### src/rtl/lb_pkg.sv
package lb_pkg;
  // Control-to-datapath strobes: the loopback paths in force
  typedef struct packed {
    logic lineLb;
    logic diagLb;
    logic payLb;
  } lbModeT;
endpackage

### src/rtl/lb_ctrl.sv
module lb_ctrl
  import lb_pkg::*;
(
  input  logic   clk,
  input  logic   rstN,
  input  logic   cfgLineLb,
  input  logic   cfgDiagLb,
  input  logic   cfgPayLb,
  input  logic   updEn,
  input  logic   errClr,
  output lbModeT modeNow,
  output logic   errStatus
);
  lbModeT modeQ, modeReq;
  logic   errQ;
  logic   conflict;

  always_comb begin
    conflict       = cfgPayLb & cfgDiagLb;
    modeReq.lineLb = cfgLineLb;
    modeReq.payLb  = cfgPayLb;
    modeReq.diagLb = cfgDiagLb & ~cfgPayLb;  // payload wins
  end

  always_ff @(posedge clk or negedge rstN) begin
    if (!rstN) begin
      modeQ <= '0;
      errQ  <= 1'b0;
    end else begin
      if (updEn) modeQ <= modeReq;
      if (updEn && conflict) errQ <= 1'b1;
      else if (errClr)       errQ <= 1'b0;
    end
  end

  assign modeNow   = modeQ;
  assign errStatus = errQ;
endmodule

### src/rtl/lb_datapath.sv
module lb_datapath
  import lb_pkg::*;
#(
  parameter int PAY_W = 8
) (
  input  lbModeT             modeNow,
  input  logic               forcePosHigh,
  input  logic               invertPos,
  input  logic               forceNegHigh,
  input  logic               invertNeg,
  input  logic               txAisReq,
  input  logic               rxPos,
  input  logic               rxNeg,
  input  logic               rxClkEn,
  input  logic               txCorePos,
  input  logic               txCoreNeg,
  input  logic               txCoreClkEn,
  input  logic               txCoreSof,
  input  logic               txCoreDen,
  input  logic [PAY_W-1:0]   rxPayData,
  input  logic               rxSof,
  input  logic               rxDen,
  input  logic [PAY_W-1:0]   sysTxData,
  input  logic               sysTxClkEn,
  output logic               lineTxPos,
  output logic               lineTxNeg,
  output logic               lineTxClkEn,
  output logic               coreRxPos,
  output logic               coreRxNeg,
  output logic               coreRxClkEn,
  output logic [PAY_W-1:0]   coreTxData,
  output logic               coreTxClkEn,
  output logic               sysTxSof,
  output logic               sysTxDen
);
  logic basePos, baseNeg;

  // Line side: receive echo, otherwise core transmit with AIS override
  always_comb begin
    if (modeNow.lineLb) begin
      basePos = rxPos;
      baseNeg = rxNeg;
    end else if (txAisReq) begin
      basePos = 1'b1;
      baseNeg = 1'b0;
    end else begin
      basePos = txCorePos;
      baseNeg = txCoreNeg;
    end
    lineTxClkEn = (modeNow.lineLb | modeNow.payLb) ? rxClkEn : txCoreClkEn;
    lineTxPos   = forcePosHigh | (basePos ^ invertPos);
    lineTxNeg   = forceNegHigh | (baseNeg ^ invertNeg);
  end

  // Receive framer input: transmit rails in diagnostic loopback
  always_comb begin
    coreRxPos   = modeNow.diagLb ? txCorePos   : rxPos;
    coreRxNeg   = modeNow.diagLb ? txCoreNeg   : rxNeg;
    coreRxClkEn = modeNow.diagLb ? txCoreClkEn : rxClkEn;
  end

  // Transmit framer input and system timing in payload loopback
  always_comb begin
    coreTxData  = modeNow.payLb ? rxPayData : sysTxData;
    coreTxClkEn = modeNow.payLb ? rxClkEn   : sysTxClkEn;
    sysTxSof    = modeNow.payLb ? rxSof     : txCoreSof;
    sysTxDen    = modeNow.payLb ? rxDen     : txCoreDen;
  end
endmodule

### src/rtl/lb_loopback_sel.sv
module lb_loopback_sel
  import lb_pkg::*;
#(
  parameter int PAY_W = 8
) (
  input  logic             clk,
  input  logic             rstN,
  input  logic             cfgLineLb,
  input  logic             cfgDiagLb,
  input  logic             cfgPayLb,
  input  logic             errClr,
  input  logic             forcePosHigh,
  input  logic             invertPos,
  input  logic             forceNegHigh,
  input  logic             invertNeg,
  input  logic             txAisReq,
  input  logic             rxPos,
  input  logic             rxNeg,
  input  logic             rxClkEn,
  input  logic             txCorePos,
  input  logic             txCoreNeg,
  input  logic             txCoreClkEn,
  input  logic             txCoreSof,
  input  logic             txCoreDen,
  input  logic [PAY_W-1:0] rxPayData,
  input  logic             rxSof,
  input  logic             rxDen,
  input  logic [PAY_W-1:0] sysTxData,
  input  logic             sysTxClkEn,
  output logic             lineTxPos,
  output logic             lineTxNeg,
  output logic             lineTxClkEn,
  output logic             coreRxPos,
  output logic             coreRxNeg,
  output logic             coreRxClkEn,
  output logic [PAY_W-1:0] coreTxData,
  output logic             coreTxClkEn,
  output logic             sysTxSof,
  output logic             sysTxDen,
  output logic             errStatus
);
  lbModeT modeNow;

  lb_ctrl uCtrl (
    .clk(clk), .rstN(rstN),
    .cfgLineLb(cfgLineLb), .cfgDiagLb(cfgDiagLb), .cfgPayLb(cfgPayLb),
    .updEn(rxClkEn), .errClr(errClr),
    .modeNow(modeNow), .errStatus(errStatus)
  );

  lb_datapath #(.PAY_W(PAY_W)) uPath (
    .modeNow(modeNow),
    .forcePosHigh(forcePosHigh), .invertPos(invertPos),
    .forceNegHigh(forceNegHigh), .invertNeg(invertNeg),
    .txAisReq(txAisReq),
    .rxPos(rxPos), .rxNeg(rxNeg), .rxClkEn(rxClkEn),
    .txCorePos(txCorePos), .txCoreNeg(txCoreNeg), .txCoreClkEn(txCoreClkEn),
    .txCoreSof(txCoreSof), .txCoreDen(txCoreDen),
    .rxPayData(rxPayData), .rxSof(rxSof), .rxDen(rxDen),
    .sysTxData(sysTxData), .sysTxClkEn(sysTxClkEn),
    .lineTxPos(lineTxPos), .lineTxNeg(lineTxNeg), .lineTxClkEn(lineTxClkEn),
    .coreRxPos(coreRxPos), .coreRxNeg(coreRxNeg), .coreRxClkEn(coreRxClkEn),
    .coreTxData(coreTxData), .coreTxClkEn(coreTxClkEn),
    .sysTxSof(sysTxSof), .sysTxDen(sysTxDen)
  );
endmodule

### config.mk
export PLATFORM = sky130hd
export DESIGN_NAME = lb_loopback_sel
export DESIGN_NICKNAME = d
export VERILOG_FILES = /design/src/rtl/lb_pkg.sv /design/src/rtl/lb_ctrl.sv /design/src/rtl/lb_datapath.sv /design/src/rtl/lb_loopback_sel.sv
export SDC_FILE = /design/constraint.sdc
export NUM_CORES = 1
export LEC_CHECK = 0
export BUFFER_PORTS_ARGS = -buffer_cell sky130_fd_sc_hd__buf_2
export CORE_MARGIN = 2
export CORE_UTILIZATION = 29
export CTS_CLUSTER_DIAMETER = 200
export DETAILED_ROUTE_END_ITERATION = 12
export PLACE_DENSITY_LB_ADDON = 0.15
export REMOVE_ABC_BUFFERS = 1
export SLEW_MARGIN = 30
export SYNTH_ARGS = -nofsm -noshare
export SYNTH_HDL_FRONTEND = slang
export SYNTH_SLANG_ARGS = --single-unit
### constraint.sdc
create_clock -name clk -period 1.2 [get_ports clk]
set_input_delay 0.06 -clock clk [delete_from_list [all_inputs] [get_ports clk]]
set_output_delay 0.06 -clock clk [all_outputs]
set_load 0.01 [all_outputs]
## Yosys cells after proc, flatten, opt, wreduce, memory -nomap -nowiden

Index checks and enable logic that the tools add are counted.

- Bitwise gates (word level): 8
- Muxes and demuxes: 14
- Reductions and logical operators: 2

Operators with widths:

| cell | number |
|---|---|
| $mux W1 | 13 |
| $mux W8 | 1 |
| $or A1 B1 Y1 | 3 |
| $and A1 B1 Y1 | 2 |
| $reduce_bool A2 Y1 | 1 |
| $xor A1 B1 Y1 | 2 |
| $logic_and A1 B1 Y1 | 1 |
| $not A1 Y1 | 1 |

- Word-level logic and storage cells: 28
- Output and inout bits: 18
- Register bits after elaboration: 4

## Longest topological paths before layout

Gate-level depths: netlist (run 1).

- Word-level depth: 4
- Depth in mapped cells: 3

## Hierarchy

Synthesis (run 1) repeated with hierarchy kept, for this count alone.

- Cell total of the unflattened synthesis: 39
- Area, all modules: 400.4 µm²

Modules (own cells, without submodules):

| module | times used | sequential area each (µm²) | cells each | area an instance (µm²) |
|---|---|---|---|---|
| lb_datapath | 1 | 0.0 | 27 | 247.7 |
| lb_ctrl | 1 | 100.1 | 12 | 152.6 |

## Worst setup path before layout (run 1)

No wires, ideal clock.

- Path type: flip-flop to output port
- Start point: reg uCtrl.modeQ, in the netlist uCtrl.modeNow[2]
- End point: out lineTxPos
- Data required time: 1.140 ns
- Cell stages (with the launch flop): 4
- Buffers on the path: 0
- Setup slack: 0.091 ns
- Arrival: 1.049 ns
- Cell sequence: dfrtp_1 > nor3_1 > nor3_1 > or3b_1

- Longest elaborated chain between the ends: 3

RTL lines:

| what | line | text |
|---|---|---|
| start: declaration | lb_ctrl.sv:14 | `lbModeT modeQ, modeReq;` |
| start signal: assignment | lb_ctrl.sv:30 | `if (updEn) modeQ <= modeReq;` |
| $mux W1 | lb_datapath.sv:40 | `if (modeNow.lineLb) begin` |
| $xor A1 B1 Y1 | lb_datapath.sv:51 | `lineTxPos = forcePosHigh \| (basePos ^ invertPos);` |
| $or A1 B1 Y1 | lb_datapath.sv:51 |  |
| end: declaration | lb_loopback_sel.sv:30 | `output logic lineTxPos,` |

Every way passes these cells.

## Worst setup path after layout (run 1)

Same ends and word-level chain as after synthesis.

==> impl_metrics.sql, run 1 <==
INSERT INTO impl_metrics (metric_group, metric, value, unit) VALUES
('placed_design', 'pre_cts_setup_slack', '-5.36', 'ps'),
('cells_and_area', 'syn_to_final_growth', '125', '%'),
('cells_and_area', 'mostFrequentLayoutCell', 'buf_2', ''),
('yosys', 'synth-seq-cells', '4', ''),
('floorplan', 'fp.dieArea', '1710', 'um^2'),
('yosys', 'synth_top_cells_by_area', 'mux2_2 (47%), dfrtp_1 (25%), o21ai_0 (3.7%), nor2b_4 (3.4%), mux2i_1 (2.5%)', ''),
('clock_tree', 'cts_max_path_buffers', '2', ''),
('yosys', 'post_synth.cell_area_avg', '10.1', 'um^2'),
('clock_tree', 'clock-root-buffer', 'clkbuf_4', ''),
('setup_path', 'critPathKind', 'reg -> out', ''),
('sta', 'timing.final.max_slew_violations', '0', ''),
('run_status', 'status', 'complete, but fails checks', ''),
('grt', 'grt_pass1_wl', '1880', 'um'),
('min_path', 'hold_path_class', 'in -> reg', ''),
('setup_path', 'critPathMaxFanout', '4', ''),
('run_status', 'failing_checks', 'negative setup slack', ''),
('yosys', 'synthesis_warning_total', '0', ''),
('cells_and_area', 'share_of_the_core_filled_with_cells_in_the_final_layout', '69.8', '%'),
('cells_and_area', 'summed_area_of_non_filler_cells_in_the_final_layout', '908', 'um^2'),
('placed_design', 'post_dp_cell_area', '719', 'um^2'),
('setup_path', 'critPathLaunchType', 'flop', ''),
('floorplan', 'chipWidth', '41.3', 'um'),
('setup_path', 'cp.arrival', '1340', 'ps'),
('grt', 'global_route.overflow_total', '0', ''),
('sta', 'fmax', '713', 'MHz'),
('clock_tree', 'htreeDepth', '1', ''),
('cells_and_area', 'final_nets', '142', ''),
('setup_path', 'cpMaxStageDelayCell', 'dfrtp_1', ''),
('clock_tree', 'worst_setup_hold_path_clk_slew', '40', 'ps'),
('cells_and_area', 'final_cell_mix', 'buf_2 (44), mux2_4 (13), buf_6 (13)', ''),
('floorplan', 'design.portCount', '56', ''),
('yosys', 'synth.cell_area', '404', 'um^2'),
('yosys', 'synth_fa_ha_area_share', '0', '%'),
('floorplan', 'floorplan.die.height', '41.3', 'um'),
('sta', 'clock_skew', '0', 'ps'),
('yosys', 'synthSimpleGateAreaFrac', '16.4', '%'),
('grt', 'number_of_antenna_violations_at_the_first_check_in_global_routing', '0', ''),
('setup_path', 'path_buf_inv', '1', ''),
('grt', 'global_route.usage.total', '16.8', '%'),
('floorplan', 'fp.coreArea', '1300', 'um^2'),
('sta', 'worst_slack_setup_final', '-202', 'ps'),
('run', 'maxCapViolCount', '0', ''),
('drt', 'drt_drc_violations_left', '0', ''),
('drt', 'drt-vias-per-instance', '4.54', ''),
('drt', 'per_cell_routed_wire_length', '12.3', 'um'),
('cells_and_area', 'post_route_cells_drive_above_1_share', '85.3', '%'),
('sta', 'min_hold_slack', '15.5', 'ps'),
('setup_path', 'cp.required', '1140', 'ps'),
('floorplan', 'core.rowCount', '13', ''),
('sta', 'min_period', '1400', 'ps'),
('yosys', 'synth.largest_area_cell', 'mux2_2', ''),
('sta', 'period_utilization', '117', '%'),
('yosys', 'synth_top_family_by_area', 'multiplexers', ''),
('sta', 'rsz0062_at_grt', 'true', ''),
('drt', 'antenna_violating_nets_post_route', '0', ''),
('placed_design', 'finalWeightedCongestion', '0.577', ''),
('floorplan', 'initial_utilization', '31.1', '%'),
('yosys', 'compound_gate_portion_of_the_synthesized_area', '4.95', '%'),
('clock_tree', 'numCtsBuffers', '3', ''),
('sta', 'hold_viol_final', '0', ''),
('cells_and_area', 'antennaDiodeCount', '0', ''),
('sta', 'finalSetupViolCount', '14', ''),
('sta', 'slew_headroom', '89.7', '%'),
('setup_path', 'cp-end-kind', 'primary output', ''),
('grt', 'grt_pass1_vias', '482', ''),
('setup_path', 'cp_cell_sequence', 'nor2b_4, o21ai_1, or3b_1, buf_2', ''),
('pwr', 'p_per_cell_area', '800', 'nW/um^2'),
('drt', 'first_pass_iters', '2', ''),
('drt', 'route.final.wire_length', '1440', 'um'),
('setup_path', 'slowest_delay', '400', 'ps'),
('sta', 'slew_worst_pin', '153', 'ps');
==> what timing repair did <==
item | CTS | global route
pin swaps | 2 | 0
hold buffers | 1 | 0
cloned | 0 | 0
hold endpoints to repair | 4 | 0
buffers inserted | 1 | 0
setup endpoints to repair | 17 | 14
resized for setup | 32 | 2
==> cell usage after synthesis <==
library cell	instances
a21oi_1	1
buf_2	1
clkbuf_1	1
dfrtp_1	4
inv_1	2
mux2_2	17
mux2i_1	1
nand3_1	1
nand3b_1	1
nor2_1	2
nor2b_1	1
nor2b_4	1
nor3_1	2
nor3b_1	1
o21ai_0	3
or3b_1	1
==> sequential cells by signal (all words and copies together) (netlist names) <==
| register | count |
|---|---|
| uCtrl.modeNow | 3 |
| uCtrl.errStatus | 1 |
==> per-stage QoR <==
stage	std cells	setup TNS [ps]	total power, W
final	117	-1570	0.000727
after global routing	117	-2020	0.000773
after CTS	117	-1550	0.000728
after detailed placement	112	-5.36	0.000449
after global placement	112	0	0.000444
after floorplan	38	0	0.000299
==> report_power, final <==
part	internal, W	switching (W)	total (W)
Combinational	0.000254	0.000142	0.000396
Clock	0.000112	0.0000548	0.000167
Sequential	0.000149	0.0000153	0.000164
Total	0.000515	0.000212	0.000727
==> area by class of cell <==
| type | instances | area [um^2] | share of cell area [%] |
|---|---|---|---|
| well taps | 15 | 18.8 | 2.07 |
| clock buffers | 3 | 22.5 | 2.48 |
| flip-flops and latches | 4 | 103 | 11.3 |
| multi-input cells | 32 | 358 | 39.4 |
| inverters | 2 | 7.51 | 0.826 |
| repair buffers | 61 | 399 | 43.9 |
==> logic make-up (layout without fill, tap and decap cells) <==
logic type	Yosys count	after routing
AO/OA/AOI/OAI	4	4
buffers and inverters	4	66
flip-flops	4	4
multiplexers	18	18
AND/OR/NAND/NOR	10	10
==> final timing paths <==
kind	slack [ps]	end	cells past startpoint	start
worst max-delay path	-200	lineTxPos	4	uCtrl.modeNow[2]
worst min-delay path	20	uCtrl.errStatus	2	errClr
worst max register to register	250	uCtrl.modeNow[0]	2	uCtrl.modeNow[0]
worst min register to register	520	uCtrl.errStatus	2	uCtrl.errStatus
max in group asynchronous	860	uCtrl.modeNow[0]	2	rstN
min in group asynchronous	200	uCtrl.errStatus	2	rstN
==> per-layer routing <==
layer	track usage [%]	share of wire [%]	routed length, um	vias to the layer above
met5	0	0	0	-
met4	7.26	0	0	0
met3	1.60	6.2	89	0
met2	30.9	57	825	21
met1	19.5	36	524	240
li1	-	-	-	270
No activity file was read; power rests on OpenSTA's default activity.
==> inputs of run 2 (changes only) <==
Settings changed: MAX_ROUTING_LAYER set to met4, RECOVER_POWER set to 100.
==> impl_metrics.sql, run 2 (synthesis results as in run 1) <==
INSERT INTO impl_metrics (metric_group, metric, value, unit) VALUES
('sta', 'slew_headroom', '85.0', '%'),
('setup_path', 'register_to_register_setup_slack', '230', 'ps'),
('setup_path', 'cpMaxStageDelayCell', 'dfrtp_1', ''),
('clock_tree', 'cts_max_path_buffers', '2', ''),
('setup_path', 'slowest_delay', '400', 'ps'),
('cells_and_area', 'final_cell_mix', 'buf_2 (42), mux2_4 (13), buf_6 (13)', ''),
('sta', 'worst_slack_setup_final', '-202', 'ps'),
('clock_tree', 'htreeDepth', '1', ''),
('floorplan', 'floorplan.die.height', '41.3', 'um'),
('clock_tree', 'worst_setup_hold_path_clk_slew', '40', 'ps'),
('placed_design', 'numPortBuffers', '55', ''),
('sta', 'min_period', '1400', 'ps'),
('clock_tree', 'numCtsBuffers', '3', ''),
('floorplan', 'core.rowCount', '13', ''),
('setup_path', 'path_buf_inv', '1', ''),
('sta', 'period_utilization', '117', '%'),
('drt', 'first_pass_iters', '2', ''),
('floorplan', 'fp.coreArea', '1300', 'um^2'),
('clock_tree', 'clock-root-buffer', 'clkbuf_4', ''),
('clock_tree', 'tritoncts_num_sinks', '4', ''),
('floorplan', 'initial_utilization', '31.1', '%'),
('sta', 'hold_viol_final', '0', ''),
('setup_path', 'critPathLaunchType', 'flop', ''),
('floorplan', 'design.portCount', '56', ''),
('setup_path', 'cp_cell_sequence', 'nor2b_4, o21ai_1, or3b_1, buf_2', ''),
('sta', 'fmax', '713', 'MHz'),
('run_status', 'failing_checks', 'negative setup slack', ''),
('placed_design', 'detailedPlacementHpwl', '1050', 'um'),
('sta', 'fin_setup_tns', '-1860', 'ps'),
('pwr', 'power.leakage', '0.492', 'nW'),
('sta', 'rsz0062_at_grt', 'true', ''),
('floorplan', 'fp.dieArea', '1710', 'um^2'),
('setup_path', 'cp.arrival', '1340', 'ps'),
('run', 'maxCapViolCount', '0', ''),
('sta', 'slew_worst_pin', '225', 'ps'),
('grt', 'global_route.overflow_total', '0', ''),
('setup_path', 'timing.critical_path.max_delay_family', 'simple AND/OR/NAND/NOR gates', ''),
('drt', 'drt-vias-per-instance', '4.56', ''),
('drt', 'route.final.wire_length', '1430', 'um'),
('cells_and_area', 'mostFrequentLayoutCell', 'buf_2', ''),
('pwr', 'vdd.ir_drop.worst', '0.502', 'mV'),
('drt', 'drt_drc_violations_left', '0', ''),
('setup_path', 'cp.required', '1140', 'ps'),
('clock_tree', 'clock_latency', '230', 'ps'),
('sta', 'timing.final.max_slew_violations', '0', ''),
('cells_and_area', 'post_route_cells_drive_above_1_share', '81.4', '%'),
('placed_design', 'pre_cts_setup_slack', '-5.36', 'ps'),
('cells_and_area', 'antennaDiodeCount', '0', ''),
('grt', 'grt_pass1_wl', '1880', 'um'),
('grt', 'grt_pass1_vias', '484', ''),
('setup_path', 'critPathKind', 'reg -> out', ''),
('drt', 'per_cell_routed_wire_length', '12.3', 'um'),
('run_status', 'status', 'complete, but fails checks', ''),
('floorplan', 'chipWidth', '41.3', 'um'),
('sta', 'clock_skew', '0', 'ps'),
('placed_design', 'finalWeightedCongestion', '0.580', ''),
('cells_and_area', 'syn_to_final_growth', '124', '%'),
('setup_path', 'critPathMaxFanout', '4', ''),
('drt', 'antenna_violating_nets_post_route', '0', ''),
('sta', 'finalSetupViolCount', '15', ''),
('min_path', 'hold_path_class', 'in -> reg', ''),
('pwr', 'p_per_cell_area', '801', 'nW/um^2'),
('grt', 'grt_start_max_net_pins', '9', ''),
('grt', 'number_of_antenna_violations_at_the_first_check_in_global_routing', '0', ''),
('setup_path', 'cp-end-kind', 'primary output', ''),
('clock_tree', 'clock_tree_from_tritoncts', 'built', ''),
('drt', 'drt_iter0_markers', '3', ''),
('cells_and_area', 'largest_reg_flops', '3', ''),
('cells_and_area', 'final_nets', '142', ''),
('grt', 'global_route.usage.total', '17.2', '%'),
('drt', 'vias', '534', '');
## run 2: changes by cell type in the layout (fill, tap and decap cells not counted), sizes merged
cell    delta
buf        -2
clkbuf     +2
## run 2: final cells by class
class                           instances  area [um^2]
Fill cell                             122          398
Tap cell                               15         18.8
Sequential cell                         4          100
Multi-Input combinational cell         32          358
Timing Repair Buffer                   61          397
Inverter                                2         7.51
Clock buffer                            3         22.5
## run 2: layer usage
layer | global-route usage (%) | vias up | part of all wire (%)
met5 | - | - | 0
met3 | 1.60 | 0 | 6.2
li1 | - | 270 | -
met4 | 7.26 | 0 | 0
met2 | 30.9 | 21 | 57
met1 | 19.5 | 243 | 36
## run 2: power breakdown
group,switching [W],total (W),leakage [nW],internal (W)
clock,0.0000538,0.000166,0.0138,0.000112
combinational,0.000142,0.000395,0.429,0.000253
sequential,0.0000154,0.000163,0.0494,0.000148
## run 2: path summary, 6_finish.rpt
path / startpoint / to / depth (start not counted)
worst max-delay path: uCtrl.modeNow[2] / lineTxPos / 4
worst min-delay path: errClr / uCtrl.errStatus / 2
worst max register to register: uCtrl.modeNow[0] / uCtrl.modeNow[0] / 2
worst min register to register: uCtrl.errStatus / uCtrl.errStatus / 2
max in group asynchronous: rstN / uCtrl.modeNow[0] / 2
min in group asynchronous: rstN / uCtrl.errStatus / 2
## run 2: timing repair
action                     CTS  global route
setup endpoints to repair   17            14
gates resized for setup     32             2
buffers inserted             1             0
hold endpoints to repair     4             0
hold buffers                 1             0
pin swaps                    2             0
## run 2: through the flow
step	power, W	hold WS, ps	instance area [um^2]	cells	util (%)
floorplan	0.000299	-236	395	38	-
global placement	0.000444	-132	719	112	55.3
detailed placement	0.000449	-129	719	112	55.3
CTS	0.000728	16.9	902	117	69.3
global route	0.000771	46.5	903	117	69.4
finish	0.000723	15.7	903	117	69.4
==> inputs of run 3 (changes only) <==
Settings changed: GPL_TIMING_DRIVEN set to 0.
==> impl_metrics.sql, run 3 (synthesis results as in run 1) <==
INSERT INTO impl_metrics (metric_group, metric, value, unit) VALUES
('run_status', 'status', 'complete, but fails checks', ''),
('run_status', 'failing_checks', 'negative setup slack', ''),
('cells_and_area', 'antennaDiodeCount', '0', ''),
('placed_design', 'finalWeightedCongestion', '0.599', ''),
('grt', 'grt_start_max_net_pins', '9', ''),
('min_path', 'hold_path_class', 'in -> reg', ''),
('drt', 'per_cell_routed_wire_length', '13.2', 'um'),
('setup_path', 'cp_cell_sequence', 'nor3_2, nor3_1, or3b_1, buf_2', ''),
('clock_tree', 'clock-root-buffer', 'clkbuf_4', ''),
('drt', 'drt_iter0_markers', '6', ''),
('pwr', 'p_per_cell_area', '801', 'nW/um^2'),
('floorplan', 'fp.coreArea', '1300', 'um^2'),
('setup_path', 'critPathKind', 'reg -> out', ''),
('clock_tree', 'htreeDepth', '1', ''),
('drt', 'first_pass_iters', '4', ''),
('cells_and_area', 'largest_reg_flops', '3', ''),
('placed_design', 'post_dp_cell_area', '689', 'um^2'),
('floorplan', 'chipWidth', '41.3', 'um'),
('cells_and_area', 'mostFrequentLayoutCell', 'buf_2', ''),
('clock_tree', 'clock_tree_from_tritoncts', 'built', ''),
('drt', 'route.final.wire_length', '1530', 'um'),
('setup_path', 'critical_path.reg2reg.endpoint', 'uCtrl.modeNow[2]', ''),
('setup_path', 'cp.arrival', '1380', 'ps'),
('setup_path', 'capturing_element_of_the_worst_setup_path', 'lineTxPos', ''),
('grt', 'number_of_antenna_violations_at_the_first_check_in_global_routing', '0', ''),
('cells_and_area', 'final_nets', '141', ''),
('pwr', 'power.switching_fraction', '28.8', '%'),
('pwr', 'combinational_fraction_of_design_power', '56.1', '%'),
('sta', 'period_utilization', '120', '%'),
('setup_path', 'critPathMaxFanout', '3', ''),
('setup_path', 'cpMaxStageDelayCell', 'dfrtp_2', ''),
('drt', 'drt-vias-per-instance', '4.63', ''),
('clock_tree', 'clock_latency', '230', 'ps'),
('pwr', 'sequential_share_of_power', '22.4', '%'),
('cells_and_area', 'summed_area_of_non_filler_cells_in_the_final_layout', '931', 'um^2'),
('sta', 'hold_viol_final', '0', ''),
('cells_and_area', 'syn_to_final_growth', '130', '%'),
('drt', 'vias', '537', ''),
('sta', 'rsz0062_at_grt', 'true', ''),
('setup_path', 'path_buf_inv', '1', ''),
('floorplan', 'initial_utilization', '31.1', '%'),
('setup_path', 'critPathLaunchType', 'flop', ''),
('floorplan', 'core.rowCount', '13', ''),
('drt', 'drt_drc_violations_left', '0', ''),
('floorplan', 'fp.dieArea', '1710', 'um^2'),
('placed_design', 'pre_cts_setup_slack', '-76.1', 'ps'),
('setup_path', 'worst_r2r_path_depth', '2', ''),
('sta', 'slew_headroom', '82.8', '%'),
('cells_and_area', 'share_of_the_core_filled_with_cells_in_the_final_layout', '71.5', '%'),
('placed_design', 'detailedPlacementHpwl', '968', 'um'),
('pwr', 'netSwitchingPower', '0.000215', 'W'),
('sta', 'finalSetupViolCount', '14', ''),
('grt', 'grt_pass1_vias', '488', ''),
('sta', 'min_period', '1440', 'ps'),
('clock_tree', 'tritoncts_num_sinks', '4', ''),
('setup_path', 'cp.required', '1140', 'ps'),
('setup_path', 'critical_path.startpoint', 'uCtrl.modeNow[2]', ''),
('sta', 'min_hold_slack', '19.5', 'ps'),
('pwr', 'power.leakage', '0.501', 'nW'),
('clock_tree', 'cts_max_path_buffers', '2', ''),
('floorplan', 'floorplan.die.height', '41.3', 'um'),
('cells_and_area', 'instances_no_fill', '116', ''),
('cells_and_area', 'final_cell_mix', 'buf_2 (41), mux2_4 (14), buf_6 (13)', ''),
('grt', 'global_route.usage.total', '18.1', '%'),
('pwr', 'clockPowerShare', '21.5', '%'),
('drt', 'antenna_violating_nets_post_route', '0', ''),
('setup_path', 'register_to_register_setup_slack', '260', 'ps'),
('floorplan', 'design.portCount', '56', ''),
('setup_path', 'slowest_delay', '420', 'ps'),
('placed_design', 'numPortBuffers', '55', ''),
('pwr', 'power.internal', '0.000531', 'W'),
('sta', 'timing.final.max_slew_violations', '0', ''),
('cells_and_area', 'post_route_cells_drive_above_1_share', '83.2', '%'),
('placed_design', 'post-place-cells', '108', ''),
('run', 'maxCapViolCount', '0', ''),
('grt', 'global_route.overflow_total', '0', ''),
('clock_tree', 'worst_setup_hold_path_clk_slew', '40', 'ps'),
('sta', 'worst_slack_setup_final', '-244', 'ps'),
('sta', 'slew_worst_pin', '258', 'ps'),
('setup_path', 'cp_num_cells', '4', ''),
('sta', 'fmax', '693', 'MHz'),
('pwr', 'vdd.ir_drop.worst', '0.542', 'mV'),
('setup_path', 'regToRegStartpoint', 'uCtrl.modeNow[2]', ''),
('clock_tree', 'numCtsBuffers', '3', ''),
('setup_path', 'cp-end-kind', 'primary output', ''),
('setup_path', 'timing.critical_path.max_delay_family', 'simple AND/OR/NAND/NOR gates', ''),
('grt', 'grt_pass1_wl', '1920', 'um'),
('sta', 'clock_skew', '0', 'ps');
run 3: per-layer routing:
| layer | GRT usage, % | part of all wire, % | routed length [um] | vias up |
|---|---|---|---|---|
| li1 | - | - | - | 270 |
| met4 | 8.87 | 0 | 0 | 0 |
| met3 | 5.32 | 5.9 | 91 | 0 |
| met2 | 32.4 | 62 | 946 | 21 |
| met1 | 17.6 | 32 | 494 | 246 |
| met5 | - | 0 | 0 | - |
run 3: area by class of cell:
type	instances	area [um^2]
well taps	15	18.8
flip-flops and latches	4	103
repair buffers	60	417
multi-input cells	32	363
inverters	2	7.51
clock buffers	3	22.5
fillers	114	370
run 3: repair_timing:
item                                    4_1_cts  5_1_grt
buffers inserted                              3        1
endpoints found under the setup margin       14       17
gates cloned                                  0        0
hold buffers                                  1        0
hold endpoints to repair                      4        0
resized for setup                            23       13
pin swaps                                     2        1
run 3: worst reg2reg max path, cell delays in order, from the launching register on:
cell and delay, ps:
dfrtp_2 420, buf_6 140, mux2_2 260
run 3: worst min path at each step:
stage | start | to | depth (start not counted)
global route | errClr | uCtrl.errStatus | 2
detailed placement | rstN | uCtrl.errStatus | 1
floorplan | rstN | uCtrl.errStatus | 0
finish | errClr | uCtrl.errStatus | 2
CTS | errClr | uCtrl.errStatus | 2
global placement | rstN | uCtrl.errStatus | 1
run 3: through the flow:
step | total power, W | TNS [ps]
5_1_grt | 0.000802 | -3140
3_3_place_gp | 0.000423 | -137
3_5_place_dp | 0.000428 | -278
6_report | 0.000745 | -2240
4_1_cts | 0.000711 | -1900
2_1_floorplan | 0.000299 | 0
run 3: power groups by stage:
stage          clock, W  combinational (W)  sequential, W
2_1_floorplan         0           0.000129       0.000169
3_3_place_gp          0           0.000249       0.000174
3_5_place_dp          0           0.000253       0.000175
4_1_cts        0.000169           0.000376       0.000166
5_1_grt        0.000183           0.000450       0.000169
6_report       0.000160           0.000418       0.000167
